==> src/rtl/opwait_pkg.sv <==
package opwait_pkg;
  localparam int RS_DEPTH = 2;
  localparam int ROB_TAGW = 4;
  localparam int OPND_W   = 32;
  localparam int NUM_SRC  = 2;
  localparam int NUM_BUS  = 2;
  localparam int UOP_W    = 8;
endpackage

==> src/rtl/opwait_src.sv <==
module opwait_src #(
  parameter int TAGW  = 4,
  parameter int DATAW = 32,
  parameter int NBUS  = 2
) (
  input  logic                  clk,
  input  logic                  rst_n,
  input  logic                  load,
  input  logic                  ld_rdy,
  input  logic [TAGW-1:0]       ld_tag,
  input  logic [DATAW-1:0]      ld_val,
  input  logic [NBUS-1:0]       bus_vld,
  input  logic [NBUS*TAGW-1:0]  bus_tag,
  input  logic [NBUS*DATAW-1:0] bus_val,
  output logic                  have,
  output logic [DATAW-1:0]      val
);
  logic             have_q, have_d;
  logic [TAGW-1:0]  tag_q, tag_d;
  logic [DATAW-1:0] val_q, val_d;
  logic [TAGW-1:0]  watch_tag;
  logic             hit, upd;
  logic [DATAW-1:0] hit_val;

  // lowest-numbered matching bus wins; tags are unique in flight
  always_comb begin
    watch_tag = load ? ld_tag : tag_q;
    hit       = 1'b0;
    hit_val   = '0;
    for (int b = 0; b < NBUS; b++) begin
      if (!hit && bus_vld[b] && (bus_tag[b*TAGW +: TAGW] == watch_tag)) begin
        hit     = 1'b1;
        hit_val = bus_val[b*DATAW +: DATAW];
      end
    end
  end

  always_comb begin
    have_d = have_q;
    tag_d  = tag_q;
    val_d  = val_q;
    upd    = load | (~have_q & hit);
    if (load) begin
      tag_d = ld_tag;
      if (ld_rdy) begin
        have_d = 1'b1;
        val_d  = ld_val;
      end else begin
        have_d = hit;
        val_d  = hit_val;
      end
    end else if (!have_q && hit) begin
      have_d = 1'b1;
      val_d  = hit_val;
    end
  end

  always_ff @(posedge clk or negedge rst_n) begin
    if (!rst_n) begin
      have_q <= 1'b0;
      tag_q  <= '0;
      val_q  <= '0;
    end else if (upd) begin
      have_q <= have_d;
      tag_q  <= tag_d;
      val_q  <= val_d;
    end
  end

  assign have = have_q;
  assign val  = val_q;
endmodule

==> src/rtl/opwait_pick.sv <==
module opwait_pick #(
  parameter int DEPTH = 2,
  parameter int AW    = 1
) (
  input  logic [DEPTH-1:0]    rdy,
  input  logic [DEPTH*AW-1:0] age,
  output logic [DEPTH-1:0]    grant,
  output logic                any
);
  // a ready entry wins unless a ready entry with a smaller age exists
  always_comb begin
    for (int i = 0; i < DEPTH; i++) begin
      grant[i] = rdy[i];
      for (int j = 0; j < DEPTH; j++) begin
        if (j != i && rdy[j] && (age[j*AW +: AW] < age[i*AW +: AW]))
          grant[i] = 1'b0;
      end
    end
    any = |rdy;
  end
endmodule

==> src/rtl/opwait_rs.sv <==
module opwait_rs
  import opwait_pkg::*;
#(
  parameter int DEPTH = RS_DEPTH,
  parameter int TAGW  = ROB_TAGW,
  parameter int DATAW = OPND_W,
  parameter int NSRC  = NUM_SRC,
  parameter int NBUS  = NUM_BUS,
  parameter int UOPW  = UOP_W
) (
  input  logic                  clk,
  input  logic                  rst_n,
  input  logic                  flush,
  input  logic                  disp_valid,
  input  logic [UOPW-1:0]       disp_op,
  input  logic [TAGW-1:0]       disp_dst,
  input  logic [NSRC-1:0]       disp_rdy,
  input  logic [NSRC*TAGW-1:0]  disp_tag,
  input  logic [NSRC*DATAW-1:0] disp_val,
  input  logic [NBUS-1:0]       res_vld,
  input  logic [NBUS*TAGW-1:0]  res_tag,
  input  logic [NBUS*DATAW-1:0] res_val,
  input  logic                  eu_busy,
  output logic                  full,
  output logic                  iss_valid,
  output logic [UOPW-1:0]       iss_op,
  output logic [TAGW-1:0]       iss_dst,
  output logic [NSRC*DATAW-1:0] iss_val
);
  localparam int AW = (DEPTH > 2) ? $clog2(DEPTH) : 1;

  logic [DEPTH-1:0]      v_q, v_d;
  logic [AW-1:0]         age_q [DEPTH];
  logic [AW-1:0]         age_d [DEPTH];
  logic [UOPW-1:0]       op_q  [DEPTH];
  logic [TAGW-1:0]       dst_q [DEPTH];
  logic [NSRC-1:0]       ent_have [DEPTH];
  logic [NSRC*DATAW-1:0] ent_val  [DEPTH];
  logic [DEPTH-1:0]      ent_rdy, grant, alloc_oh, free_v;
  logic [DEPTH*AW-1:0]   age_flat;
  logic                  any_rdy, unit_free, st_issue, accept, bypass, alloc_req;
  logic [AW-1:0]         iss_age, n_keep;

  // per-entry operand slots
  for (genvar i = 0; i < DEPTH; i++) begin : g_ent
    for (genvar s = 0; s < NSRC; s++) begin : g_src
      opwait_src #(.TAGW(TAGW), .DATAW(DATAW), .NBUS(NBUS)) u_src (
        .clk    (clk),
        .rst_n  (rst_n),
        .load   (alloc_oh[i]),
        .ld_rdy (disp_rdy[s]),
        .ld_tag (disp_tag[s*TAGW +: TAGW]),
        .ld_val (disp_val[s*DATAW +: DATAW]),
        .bus_vld(res_vld),
        .bus_tag(res_tag),
        .bus_val(res_val),
        .have   (ent_have[i][s]),
        .val    (ent_val[i][s*DATAW +: DATAW])
      );
    end
    assign ent_rdy[i] = v_q[i] & (&ent_have[i]);
    assign age_flat[i*AW +: AW] = age_q[i];
  end

  opwait_pick #(.DEPTH(DEPTH), .AW(AW)) u_pick (
    .rdy  (ent_rdy),
    .age  (age_flat),
    .grant(grant),
    .any  (any_rdy)
  );

  // issue / dispatch decisions
  always_comb begin
    unit_free = ~eu_busy & ~flush;
    st_issue  = unit_free & any_rdy;
    full      = (&v_q) & ~st_issue;
    accept    = disp_valid & ~full & ~flush;
    bypass    = accept & (&disp_rdy) & unit_free & ~any_rdy;
    alloc_req = accept & ~bypass;
    free_v    = ~v_q | (grant & {DEPTH{st_issue}});
    alloc_oh  = (free_v & (~free_v + 1'b1)) & {DEPTH{alloc_req}};
  end

  // age bookkeeping: 0 is oldest among valid entries
  always_comb begin
    int cnt;
    cnt     = 0;
    iss_age = '0;
    for (int i = 0; i < DEPTH; i++) begin
      if (grant[i]) iss_age = iss_age | age_q[i];
      if (v_q[i] && !(st_issue && grant[i])) cnt++;
    end
    n_keep = AW'(cnt);
  end

  always_comb begin
    v_d = v_q;
    for (int i = 0; i < DEPTH; i++) begin
      age_d[i] = age_q[i];
      if (st_issue && grant[i])
        v_d[i] = 1'b0;
      else if (st_issue && v_q[i] && (age_q[i] > iss_age))
        age_d[i] = age_q[i] - 1'b1;
      if (alloc_oh[i]) begin
        v_d[i]   = 1'b1;
        age_d[i] = n_keep;
      end
    end
    if (flush) v_d = '0;
  end

  always_ff @(posedge clk or negedge rst_n) begin
    if (!rst_n) v_q <= '0;
    else        v_q <= v_d;
  end

  for (genvar i = 0; i < DEPTH; i++) begin : g_reg
    always_ff @(posedge clk or negedge rst_n) begin
      if (!rst_n) begin
        age_q[i] <= '0;
        op_q[i]  <= '0;
        dst_q[i] <= '0;
      end else begin
        age_q[i] <= age_d[i];
        if (alloc_oh[i]) begin
          op_q[i]  <= disp_op;
          dst_q[i] <= disp_dst;
        end
      end
    end
  end

  // issue mux: stored entry or same-clock bypass
  always_comb begin
    iss_valid = st_issue | bypass;
    iss_op    = disp_op;
    iss_dst   = disp_dst;
    iss_val   = disp_val;
    if (st_issue) begin
      iss_op  = '0;
      iss_dst = '0;
      iss_val = '0;
      for (int i = 0; i < DEPTH; i++) begin
        if (grant[i]) begin
          iss_op  = iss_op  | op_q[i];
          iss_dst = iss_dst | dst_q[i];
          iss_val = iss_val | ent_val[i];
        end
      end
    end
  end
endmodule

==> config.mk <==
export PLATFORM = sky130hd
export DESIGN_NAME = opwait_rs
export DESIGN_NICKNAME = d
export VERILOG_FILES = /design/src/rtl/opwait_pkg.sv /design/src/rtl/opwait_src.sv /design/src/rtl/opwait_pick.sv /design/src/rtl/opwait_rs.sv
export SDC_FILE = /design/constraint.sdc
export NUM_CORES = 1
export LEC_CHECK = 0
export ABC_AREA = 1
export ABC_CLOCK_PERIOD_IN_PS = 6720
export BUFFER_PORTS_ARGS = -buffer_cell sky130_fd_sc_hd__buf_2
export CAP_MARGIN = 20
export CORE_UTILIZATION = 40
export DETAILED_ROUTE_END_ITERATION = 10
export PLACE_DENSITY = 0.66
export RECOVER_POWER = 25
export SYNTH_ARGS = -nofsm -noshare
export SYNTH_HDL_FRONTEND = slang
export SYNTH_SLANG_ARGS = --single-unit
==> constraint.sdc <==
create_clock -name clk -period 6.72 [get_ports clk]
set_input_delay 1.344 -clock clk [delete_from_list [all_inputs] [get_ports clk]]
set_output_delay 1.344 -clock clk [all_outputs]
set_load 0.01 [all_outputs]
Word-level counts from Yosys, hierarchy flattened

Cells that the tools add are included.

Add/sub/neg operators: 4
$mul: 0
Divide/modulo/power cells: 0
$lt $le $gt $ge: 4
Equal/unequal tests: 10
Shifts and indexed selects: 0
Muxes and demuxes: 73
Bitwise operators: 40
Reduce and logical (&&, ||, !) cells: 55

Operators by type and width:

| operator                                      | count |
|---|---|
| 2-to-1 mux 32 bit                             | 20 |
| 2-to-1 mux 64 bit                             | 4 |
| bitwise OR 64 bit                             | 1 |
| 2-to-1 mux 1 bit                              | 36 |
| == test 4 bit                                 | 8 |
| 2-to-1 mux 4 bit                              | 8 |
| 2-to-1 mux 8 bit                              | 4 |
| logical AND 1 bit                             | 26 |
| AND reduction 2 bit                           | 10 |
| bitwise AND 1 bit                             | 15 |
| nonzero test 2 bit                            | 6 |
| logical NOT 1 bit                             | 10 |
| NOT 1 bit                                     | 10 |
| bitwise OR 8 bit                              | 1 |
| bitwise AND 2 bit                             | 3 |
| bitwise OR 1 bit                              | 6 |
| nonzero test 3 bit                            | 2 |
| inequality test 2 bit (second input constant) | 2 |
| NOT 2 bit                                     | 2 |
| bitwise OR 4 bit                              | 1 |
| adder 2 x 1 -> 2 bit (second input constant)  | 1 |
| greater-than comparator 1 bit                 | 2 |
| less-than comparator 1 bit                    | 2 |
| 2-to-1 mux 2 bit                              | 1 |
| 4 further kinds                               | 5 |

Register bits after elaboration: 176
Bits in latches: 0
RAM bits: 0
ROM bits: 0
Bits of input ports: 165
Output and inout bits: 78
Logic and storage cells: 206
Memories: 0

Logic depth before layout (Yosys ltp)

Word-level depth: 26
Mapped depth: 22
Gate-level depth less buffers: 19

Modules after synthesis

From an unflattened synthesis, not the netlist that was laid out.

Cell total of the unflattened synthesis: 1968
Area, all modules: 12884.9 um2

Modules (own cells, without submodules):

| module      | instances | cells an instance | area each (um2) | sequential area each (um2) |
|---|---|---|---|---|
| opwait_src  | 4         | 385               | 2529.9          | 925.9 |
| opwait_rs   | 1         | 419               | 2728.9          | 700.7 |
| opwait_pick | 1         | 9                 | 36.3            | 0.0 |

Worst setup path before layout

No wires, ideal clock.

Path type: input to output
Start: input port flush
End: output port iss_dst[1]
Arrival: 2.496 ns
Data required time: 5.376 ns
Slack: 2.880 ns
Cell stages on the path: 7
Buffers on the path: 3
Cell sequence: nor2_2 -> nand2_2 -> clkbuf_1 -> clkbuf_1 -> clkbuf_1 -> nand2_1 -> o21ai_0

Word-level cells in the longest chain between the ends: 4

RTL lines:

| what               | line             | source |
|---|---|---|
| start: declaration | opwait_rs.sv:13  | `input logic flush,` |
| NOT 1 bit          | opwait_rs.sv:74  | `unit_free = ~eu_busy & ~flush;` |
| bitwise AND 1 bit  | opwait_rs.sv:74  |  |
| bitwise AND 1 bit  | opwait_rs.sv:75  | `st_issue = unit_free & any_rdy;` |
| 2-to-1 mux 4 bit   | opwait_rs.sv:139 | `if (st_issue) begin` |
| end: declaration   | opwait_rs.sv:27  | `output logic [TAGW-1:0] iss_dst,` |

Every way passes these cells.

Final worst setup path

Start: input port flush
End: register g_ent[0].g_src[0].u_src.val_q[27]

Word-level cells in the longest chain between the ends: 25
Elaborated cells on any way between the ends: 38
Those cells by class: add/sub: 1; eq/ne: 2; mux: 8; bitwise: 20; reduce/logical: 7

RTL lines:

| what                                                   | line                               | source |
|---|---|---|
| NOT 1 bit *                                            | opwait_rs.sv:74, opwait_rs.sv:77   |  |
| bitwise AND 1 bit                                      | opwait_rs.sv:74                    |  |
| bitwise AND 1 bit                                      | opwait_rs.sv:75                    |  |
| NOT 1 bit                                              | opwait_rs.sv:76                    | `full = (&v_q) & ~st_issue;` |
| bitwise AND 1 bit                                      | opwait_rs.sv:76                    |  |
| NOT 1 bit                                              | opwait_rs.sv:77                    | `accept = disp_valid & ~full & ~flush;` |
| bitwise AND 1 bit (2 in a row)                         | opwait_rs.sv:77                    |  |
| bitwise AND 1 bit (3 in a row)                         | opwait_rs.sv:78                    | `bypass = accept & (&disp_rdy) & unit_free & ~any_rdy;` |
| [... 5 more ...]                                       | -                                  |  |
| logical AND 1 bit                                      | opwait_src.sv:31                   | `if (!hit && bus_vld[b] && (bus_tag[b*TAGW +: TAGW] == watch_tag)) begin` |
| 2-to-1 mux 1 bit                                       | opwait_src.sv:31                   |  |
| logical NOT 1 bit                                      | opwait_src.sv:31                   |  |
| logical AND 1 bit (2 in a row)                         | opwait_src.sv:31                   |  |
| 2-to-1 mux 1 bit                                       | opwait_src.sv:31                   |  |
| bitwise AND 1 bit or logical AND 1 bit (tied branches) | opwait_src.sv:42, opwait_src.sv:52 |  |
| bitwise OR 1 bit or nonzero test 2 bit (tied branches) | -                                  |  |
| AND reduction 2 bit (no source line)                   | -                                  |  |
| end signal: assignment                                 | opwait_src.sv:66                   | `val_q <= val_d;` |
| end: declaration                                       | opwait_src.sv:20                   | `logic [DATAW-1:0] val_q, val_d;` |

Mark *: on every way between the ends. The rest lies on a longest branch, timed or not. The select of a mux whose other input is x is not followed.
A chain may end at the register's enable or synchronous reset.

==> run_results.csv <==
group,metric,value,unit
grt,antenna_found_initial,7,
flow_run,drv_cap,2,
logic_synthesis,syn_avg_cell_area,6.27,sq um
power,p_comb_share,36.1,%
power,internal_power,2.52,mW
power,clockPowerShare,23.8,%
power,switching_share,42.3,%
logic_synthesis,yosysMostFrequentCell,"nand2_1",
timing,finalCritPeriodShare,80.4,%
setup_path,crit_fanout,85,
timing,rsz0062_at_grt,"no",
logic_synthesis,synthTopCellsByArea,"dfrtp_1 (35%), nand2_1 (17%), nor2_1 (12%)",
logic_synthesis,synth-adder-area-share,0.0986,%
power,power.leakage,7.82,nW
cts,holdBufCountCts,0,
logic_synthesis,synth_mux_area_share,0,%
power,p_per_area,299,nW/um^2
layout,finalNetCount,2331,
route,dr.pass1.iters,5,
setup_path,critPathLaunchType,"input port",
grt,grt_pass1_wl,73900,um
logic_synthesis,ys_ff_latch,176,
logic_synthesis,synth_top_family_by_area,"simple AND/OR/NAND/NOR gates",
layout,final_design_area_no_fill,14600,sq um
grt,grt_pass1_vias,12900,
status,failed_checks,"capacitance limit, slew limit",
cts,numClockSinks,176,
setup_path,end_kind,"flop",
timing,hold_viol_final,0,
logic_synthesis,netlist_area,12700,sq um
placement,place_ws,0.905,ns
grt,overflow,0,
logic_synthesis,ys_warn_count,0,
die,dieHeight,180,um
route,vias_per_cell,5.58,
setup_path,cp_data_arrival_time,5.73,ns
route,vias,14400,
timing,post-route-min-period,5.41,ns
timing,setup_violations,0,
die,coreArea,30900,sq um
cts,numCtsBuffers,17,
power,power_frac_seq,40.1,%
setup_path,path_buf_inv,3,
cts,clock_path_buffers,2,
logic_synthesis,netlist_instances,2024,
logic_synthesis,yosys-top-cells-count,"nand2_1 (564), nor2_1 (394), dfrtp_1 (176)",
setup_path,worstSetupPathType,"input port to flop",
placement,place.port_buffers,242,
logic_synthesis,synth_ff_type,"dfrtp_1",
grt,grt_usage,28.7,%
route,drtIter0Drc,1587,
logic_synthesis,synth.top_cell.area_share,34.7,%
placement,dp_hpwl,32100,um
setup_path,crit_family,"simple AND/OR/NAND/NOR gates",
power,total_power,4.36,mW
timing,worst_slack,1.31,ns
die,initial_utilization,41.1,%
layout,layout-drive-gt1-share,15.6,%
cts,root_buffer,"clkbuf_16",
logic_synthesis,synth_edf_count,0,
logic_synthesis,async_reset_ff_share,100,%
route,route.detailed.drc,0,
setup_path,crit_chain,"buf_2, nor2_2, nand2_4, a21oi_4, nand3_2, nand2_1, nand2_1, nand2_1, nand2_1, nor2_2, nand3_2, buf_4, nand3_2, buf_4, nand2_2, nor2_1, a21oi_1",
timing,slew_viol_final,120,
logic_synthesis,synth_compound_area_share,16.8,%
die,ios,243,
setup_path,max_stage_delay,0.66,ns
logic_synthesis,ys_types,29,
placement,gp_congestion,0.959,
layout,final_core_util,47.2,%
cts,post_cts.repair.setup_buffers,0,
logic_synthesis,yosys.area_share.simple,39.4,%
logic_synthesis,synth_fp_nets,2190,
grt,grt_max_degree,86,
die,rows,64,
route,routed_wl,47500,um
die,dieArea,32500,sq um
cts,cts_resized,0,
logic_synthesis,yosys.area.top_type,"dfrtp_1",
cts,h-tree-depth,4,
timing,tns,0,ns
logic_synthesis,ys_seq_area_share,34.7,%
route,ant_nets,0,
cts,cts_tree,"yes",
logic_synthesis,synthXorXnorAreaFrac,0.335,%
setup_path,critical_path_required,7.05,ns
timing,relSlewSlack,-134,%
cts,clk_pin_slew_worst_paths,0.07,ns
power,switchingPower,1.84,mW
cts,worstSkewPairLatency,0.46,ns
status,outcome,"finished with violations",
hold_path,min_path_type,"flop to flop",
route,post_drt_wl_per_cell,18.4,um
timing,skew,0.0160,ns
power,ir_drop,0.178,mV
setup_path,slowest_stage,"a21oi_4",
timing,fmaxAchievable,185,MHz
layout,area_delta_synth_final,15.0,%
setup_path,critPathMostFrequentCell,"nand2_1",
timing,worst_slew_pin_slew,3.51,ns
die,die_x,180,um
placement,place_area,14000,sq um
## layout by cell type, fill, tap and decap left out, drive strengths merged
cell | Yosys | final
a21oi | 134 | 134
a22o | 1 | 1
a22oi | 76 | 76
a31oi | 1 | 1
buf | 60 | 270
bufinv | 0 | 1
clkbuf | 90 | 19
clkinv | 4 | 5
clkinvlp | 0 | 2
dfrtp | 176 | 176
diode | 0 | 7
ha | 1 | 1
inv | 108 | 119
nand2 | 573 | 573
nand3 | 127 | 127
nand4 | 95 | 95
nor2 | 403 | 403
o211ai | 2 | 2
o21ai | 166 | 166
o311ai | 2 | 2
o31ai | 1 | 1
xor2 | 4 | 4
## through the flow
stage | std cells | hold slack (ns)
CTS | 2574 | 0.486
global route | 2581 | 0.504
detailed placement | 2542 | 0.465
floorplan | 2024 | 0.449
global placement | 2541 | 0.462
finish | 2581 | 0.484
## cells by family after synthesis
| logic type | count (synthesis) |
|---|---|
| adder cells (fa/ha/maj) | 1 |
| flip-flops | 176 |
| AO/OA/AOI/OAI | 383 |
| buffers and inverters | 262 |
| AND/OR/NAND/NOR | 1198 |
| XOR/XNOR | 4 |
## metal layers
| metal | track usage [%] | routed length (um) |
|---|---|---|
| met4 | 10.3 | 1500 |
| met1 | 42.3 | 21300 |
| met5 | 0 | 0 |
| met3 | 5.70 | 4730 |
| met2 | 41.2 | 19900 |
## final timing paths
kind | end | start | cells after the start | slack, ns
max | g_ent[0].g_src[0].u_src.val[27] | flush | 17 | 1.31
min | g_ent[1].g_src[1].u_src.val[2] | g_ent[1].g_src[1].u_src.val[2] | 2 | 0.48
max reg2reg | g_ent[0].g_src[0].u_src.val[27] | g_ent[1].g_src[1].u_src.have | 17 | 1.72
min reg2reg | g_ent[1].g_src[1].u_src.val[2] | g_ent[1].g_src[1].u_src.val[2] | 2 | 0.48
max in group asynchronous | g_ent[1].g_src[0].u_src.tag_q[0] | rst_n | 2 | 1.70
min in group asynchronous | g_ent[0].g_src[1].u_src.tag_q[1] | rst_n | 1 | 2.07
## state kept, by name, indices dropped and copies added (netlist names)
name / cells
op_q: 16
g_ent.g_src.u_src.val: 128
v_q: 2
dst_q: 8
age_flat: 2
g_ent.g_src.u_src.tag_q: 16
g_ent.g_src.u_src.have: 4
## cell type report
cell class              count  area [sq um]
fillers                  3279         16300
multi-input cells        1586          7240
flip-flops and latches    176          4400
repair buffers            272          1440
well taps                 396           495
clock buffers              17           425
inverters                 112           420
clock inverters            15           159
diodes                      7          17.5
## worst reg2reg max path, stage by stage, from the launching register on
cell	delay, ns
dfrtp_1	0.45
nand3_1	0.24
nand2_1	0.17
nand2_4	0.40
a21oi_4	0.67
nand3_2	0.59
nand2_1	0.29
nand2_1	0.11
nand2_1	0.07
nand2_1	0.06
nor2_2	0.12
nand3_2	0.08
buf_4	0.26
nand3_2	0.10
buf_4	0.36
nand2_2	0.54
nor2_1	0.27
a21oi_1	0.09
## power by group through the flow
stage | Sequential [mW] | Clock, mW | Combinational, mW
after floorplan | 1.68 | 0 | 1.11
after global placement | 1.74 | 0 | 1.52
after detailed placement | 1.75 | 0 | 1.55
after CTS | 1.74 | 1.05 | 1.56
after global routing | 1.79 | 1.09 | 1.77
final | 1.75 | 1.04 | 1.58
Note: power is estimated with default switching activity, not from simulation.
